$ cat config.mk
export PLATFORM = sky130hd
export DESIGN_NAME = cop_ctrl_reg
export DESIGN_NICKNAME = d
export VERILOG_FILES = /design/src/rtl/cop_ctrl_pkg.sv /design/src/rtl/irq_src_bit.sv /design/src/rtl/req_pulse.sv /design/src/rtl/cop_ctrl_reg.sv
export SDC_FILE = /design/constraint.sdc
export NUM_CORES = 1
export LEC_CHECK = 0
export BUFFER_PORTS_ARGS = -buffer_cell sky130_fd_sc_hd__buf_2
export CORE_UTILIZATION = 33
export DETAILED_ROUTE_END_ITERATION = 8
export GPL_TIMING_DRIVEN = 0
export PLACE_DENSITY_LB_ADDON = 0.15
export SETUP_SLACK_MARGIN = 0.2
export SYNTH_ARGS = -nofsm -noshare
export SYNTH_HDL_FRONTEND = slang
export SYNTH_SLANG_ARGS = --single-unit
$ cat constraint.sdc
create_clock -name clk_i -period 1 [get_ports clk_i]
set_clock_uncertainty 0.2 [all_clocks]
set_input_delay 0.05 -clock clk_i [delete_from_list [all_inputs] [get_ports clk_i]]
set_output_delay 0.05 -clock clk_i [all_outputs]
set_load 0.005 [all_outputs]
$ cat src/rtl/cop_ctrl_pkg.sv
package cop_ctrl_pkg;
  localparam int REG_W    = 16;
  localparam int N_SRC    = 4;
  localparam int BIT_RST  = 0;
  localparam int BIT_CIRQ = 1;
  localparam int BIT_HALT = 2;
  // source order: audio, aux memory, coprocessor, coprocessor dma
  localparam int STAT_POS [N_SRC] = '{3, 5, 7, 9};
  localparam int MASK_POS [N_SRC] = '{4, 6, 8, 8};

  function automatic logic [REG_W-1:0] ctl_bits();
    logic [REG_W-1:0] m;
    m = '0;
    m[BIT_HALT] = 1'b1;
    for (int i = 0; i < N_SRC; i++) m[MASK_POS[i]] = 1'b1;
    return m;
  endfunction
endpackage

$ cat src/rtl/irq_src_bit.sv
module irq_src_bit (
  input  logic clk_i,
  input  logic rst_ni,
  input  logic evt_i,
  input  logic clr_i,
  input  logic mask_i,
  output logic pend_o,
  output logic req_o
);
  logic pend_q;

  // event has priority over a same-cycle clear
  always_ff @(posedge clk_i or negedge rst_ni) begin
    if (!rst_ni)     pend_q <= 1'b0;
    else if (evt_i)  pend_q <= 1'b1;
    else if (clr_i)  pend_q <= 1'b0;
  end

  assign pend_o = pend_q;
  assign req_o  = pend_q & mask_i;
endmodule

$ cat src/rtl/req_pulse.sv
module req_pulse (
  input  logic clk_i,
  input  logic rst_ni,
  input  logic trig_i,
  output logic pulse_o
);
  always_ff @(posedge clk_i or negedge rst_ni) begin
    if (!rst_ni) pulse_o <= 1'b0;
    else         pulse_o <= trig_i;
  end
endmodule

$ cat src/rtl/cop_ctrl_reg.sv
module cop_ctrl_reg
  import cop_ctrl_pkg::*;
#(
  parameter int W = REG_W,
  parameter int NS = N_SRC
) (
  input  logic          clk_i,
  input  logic          rst_ni,
  input  logic          wr_en_i,
  input  logic [W-1:0]  wr_data_i,
  input  logic [NS-1:0] evt_i,
  output logic [W-1:0]  rd_data_o,
  output logic          host_irq_o,
  output logic          halt_o,
  output logic          cop_reset_o,
  output logic          cop_irq_o
);
  localparam logic [W-1:0] CTL_MASK = W'(ctl_bits());

  logic [W-1:0]  ctl_q;
  logic [NS-1:0] pend, req;

  always_ff @(posedge clk_i or negedge rst_ni) begin
    if (!rst_ni)      ctl_q <= '0;
    else if (wr_en_i) ctl_q <= wr_data_i & CTL_MASK;
  end

  for (genvar i = 0; i < NS; i++) begin : g_src
    irq_src_bit u_src (
      .clk_i  (clk_i),
      .rst_ni (rst_ni),
      .evt_i  (evt_i[i]),
      .clr_i  (wr_en_i & wr_data_i[STAT_POS[i]]),
      .mask_i (ctl_q[MASK_POS[i]]),
      .pend_o (pend[i]),
      .req_o  (req[i])
    );
  end

  req_pulse u_rst_pulse (
    .clk_i   (clk_i),
    .rst_ni  (rst_ni),
    .trig_i  (wr_en_i & wr_data_i[BIT_RST]),
    .pulse_o (cop_reset_o)
  );

  req_pulse u_cirq_pulse (
    .clk_i   (clk_i),
    .rst_ni  (rst_ni),
    .trig_i  (wr_en_i & wr_data_i[BIT_CIRQ]),
    .pulse_o (cop_irq_o)
  );

  always_comb begin
    rd_data_o = ctl_q;
    for (int i = 0; i < NS; i++) rd_data_o[STAT_POS[i]] = pend[i];
  end

  assign host_irq_o = |req;
  assign halt_o     = ctl_q[BIT_HALT];
endmodule

[Yosys cells after proc, flatten, opt, wreduce, memory -nomap -nowiden]
Cells that the tools add are included.
Storage, ports and cells
  bits in registers: 10
  input bits: 23
  output and inout port bits: 20
  word-level logic and storage cells: 30
Operators by class
  mux-type cells: 8
  bitwise gates (word level): 10
  reductions and logical operators: 5
Operators with widths (count)
  $and 1x1->1: 10
  $mux 1: 8
  $reduce_bool 2->1: 4
  $reduce_or 4->1: 1

[Longest topological paths before layout]
  word-level depth: 3
  gate-level depth with buffers: 3

[Hierarchy]
Synthesis repeated with hierarchy kept, for this count alone.
Unflattened totals
  cell total of the unflattened synthesis: 44
  area total of the unflattened synthesis: 486.7 µm²
By module, submodules not included
  cop_ctrl_reg: times used 1, cells each 26, area each 266.5 µm²
  irq_src_bit: times used 4, cells each 4, area each 42.5 µm²
  req_pulse: times used 2, cells each 1, area each 25.0 µm²

[Worst setup path after synthesis]
Ideal clock, no wire load.
  path kind: reg2reg
  start point: reg ctl_q[2] (netlist name)
  end point: reg ctl_q[2]
  library setup time: 125 ps
  data arrival time: 639 ps
  required time: 675 ps
  slack: 36 ps
  stages on the path, launching flop included: 2
  buffers on the path: 0
  clock period less this slack: 964 ps
  cell sequence: dfrtp_1 > mux2_4
RTL lines
  end signal: assignment: line cop_ctrl_reg.sv:25  | else if (wr_en_i) ctl_q <= wr_data_i & CTL_MASK;
  end: declaration: line cop_ctrl_reg.sv:20  | logic [W-1:0] ctl_q;

[Final worst setup path]
  start point: reg g_src[0].u_src.pend_q
  end point: out host_irq_o
On the way
  longest elaborated chain between the ends: 2
Ends and longest elaborated chain
  start: declaration: line irq_src_bit.sv:10  | logic pend_q;
  start signal: assignment: line irq_src_bit.sv:14  | if (!rst_ni) pend_q <= 1'b0;
  start signal: assignment: line irq_src_bit.sv:15  | else if (evt_i) pend_q <= 1'b1;
  start signal: assignment: line irq_src_bit.sv:16  | else if (clr_i) pend_q <= 1'b0;
  $and 1x1->1: line irq_src_bit.sv:20  | assign req_o = pend_q & mask_i;
  $reduce_or 4->1: line cop_ctrl_reg.sv:59  | assign host_irq_o = |req;
  end: declaration: line cop_ctrl_reg.sv:13  | output logic host_irq_o,
Every way passes these cells.

==> flow_metrics.tcl <==
set metrics [dict create \
    status "complete, but fails checks" \
    failed_checks "hold timing, setup timing" \
    ys_seq_area_frac 0.480 \
    via_per_inst 4.01 \
    nFillCells 127 \
    p_per_area_nw_per_um2 1300 \
    yosysUniqueCellTypes 10 \
    hold_class "in2reg" \
    ys_warn_count 0 \
    hold_violations 20 \
    grt_pass1_wl_um 1640 \
    end_kind "output pin" \
    final_area_sq_um 845 \
    cts-root-buf "clkbuf_4" \
    power.share.clock 0.326 \
    netlist_area_sq_um 522 \
    cp_max_fo 2 \
    synthTopCellsByArea "dfrtp_1 (48%), buf_4 (23%), mux2_4 (12%), a21o_1 (5.8%), nand2_1 (3.6%)" \
    coreArea_sq_um 1380 \
    switching_share 0.224 \
    synth-async-reset-ratio 1.00 \
    finalCriticalPeriod_ns 1.28 \
    ioPinCount 43 \
    ir_drop_mv 0.535 \
    grt_max_degree 11 \
    avgSynthCellArea_sq_um 11.6 \
    dp_slack_ns -0.0361 \
    p_total_mw 1.10 \
    rsz0062_at_grt "yes" \
    io_buffers 27 \
    dieArea_sq_um 1740 \
    dr.pass1.iters 1 \
    yosysTopAreaCell "dfrtp_1" \
    clock.fmax_ghz 0.781 \
    htree_levels 1 \
    synth_top_family_by_area "buffers and inverters" \
    synthXorXnorAreaFrac 0 \
    grt-ovfl-total 0 \
    startpoint "g_src[0].u_src.pend_o" \
    ctsHoldBuffers 1 \
    drt_iter0_drc 0 \
    sequentialPowerShare 0.424 \
    maxCapViolations 0 \
    p_int_uw 851 \
    switchingPower_uw 245 \
    grt_antenna_before_repair 0 \
    fp.dieH_um 41.8 \
    track_usage 0.122 \
    timing.rr.start "ctl_q[4]" \
    fin_crit_sh 1.28 \
    worstSkewPairLatency_ns 0.26 \
    synth_seq_cells 10 \
    required_ns 0.75 \
    synth_top_cell_area_share 0.480 \
    synthMuxAreaShare 0.115 \
    placed_area_sq_um 702 \
    drc_errors 0 \
    diodes 0 \
    clock_sinks 10 \
    route.vias.total 401 \
    synth_fa_ha_area_frac 0 \
    detail-route-antenna-nets 0 \
    synth_most_common_cell "buf_4" \
    synthCells 45 \
    hold_ws_ns -0.239 \
    setup_viol 13 \
    cts_tree "yes" \
    clockBufferDepth 2 \
    gp_congestion 0.673 \
    path_clk_slew_ns 0.07 \
    critPathArrivalTime_ns 1.03 \
    start_util 0.377 \
    reg2reg_slack_ns -0.02 \
    dp_hpwl_um 818 \
    synth_top_flop_cell "dfrtp_1" \
    comb_power_share 0.249 \
    power_leakage_nw 0.462 \
    rows 13 \
    grt_pass1_vias 372 \
    wl_um 998 \
    synthToLayoutAreaGrowth_pct 61.9 \
    fin_ws_ns -0.280 \
    synth_compound_area_frac 0.0815 \
    tns_ns -1.60 \
    synth_simple_gate_area_frac 0.0647 \
    maxSlewViolCount 0 \
    synth_edf_count 0 \
    synth_common_cells "buf_4 (16), dfrtp_1 (10), nand2_1 (5)" \
    drive_gt1_frac 0.659 \
    nets 109 \
    worstSetupStartpointType "flip-flop" \
    min-delay-start "evt_i[2]" \
    wl_per_cell_um 9.98 \
    path_class "reg2out" \
    die_x_um 41.8 \
    cts_buffers 3 \
]
## path summary, 6_finish.rpt
kind,to,depth (start not counted)
min in group asynchronous,g_src[1].u_src.pend_o,2
worst max register to register,ctl_q[4],1
worst max-delay path,host_irq_o,3
max in group asynchronous,g_src[0].u_src.pend_o,2
worst min-delay path,g_src[2].u_src.pend_o,2
worst min register to register,g_src[3].u_src.pend_o,1
## registers in the layout (all words and copies together), names as in the netlist
| signal | cells |
|---|---|
| u_cirq_pulse.pulse_o | 1 |
| u_rst_pulse.pulse_o | 1 |
| g_src.u_src.pend_o | 4 |
| ctl_q | 4 |
## timing repair
action / in CTS / in global routing
hold endpoints to repair: 20 / 20
pin swaps: 0 / 0
gates resized for setup: 17 / 1
setup buffers: 1 / 0
setup endpoints to repair: 20 / 20
## cell usage in the layout, fill, tap and decap left out
cell and n:
and2_2 2, dlygate4sd3_1 1, buf_4 8, clkbuf_4 3, conb_1 8, clkbuf_8 1, a22oi_2 1, dfrtp_1 10
buf_2 19, mux2_4 4, buf_6 18, a21o_1 4, nand2_1 5, o21ai_0 1
## power groups by stage
stage	combinational, mW	sequential, mW	clock (mW)
2_1_floorplan	0.129	0.461	0
3_3_place_gp	0.207	0.464	0
3_5_place_dp	0.211	0.467	0
4_1_cts	0.273	0.465	0.370
5_1_grt	0.294	0.469	0.392
6_report	0.273	0.465	0.358
## area by class of cell
class / instances / area (sq um) / area share
timing repair buffer: 29 / 206 / 0.244
tap: 15 / 18.8 / 0.0222
clock buffer: 4 / 36.3 / 0.0430
sequential: 10 / 250 / 0.296
buffer: 17 / 161 / 0.191
multi-input combinational: 25 / 171 / 0.203
## layer usage
layer / share of wire / track usage
met2: 0.53 / 0.213
met4: 0 / 0.0194
met3: 0.099 / 0.0565
met5: 0 / 0
met1: 0.38 / 0.138
## kinds of logic after synthesis
group	count (synthesis)
flip-flops	10
buffers and inverters	17
AND/OR/NAND/NOR	7
AO/OA/AOI/OAI	6
multiplexers	4
other	1
## critical path, cell delays in order (launching register included)
cell,delay (ns)
dfrtp_1,0.40
a22oi_2,0.19
nand2_1,0.06
buf_2,0.12
## per-stage QoR
step                std cells  utilization
floorplan                  52            -
global placement           94        0.508
detailed placement         94        0.508
CTS                       100        0.608
global route              100        0.611
finish                    100        0.611
No activity file was read; power rests on OpenSTA's default activity.
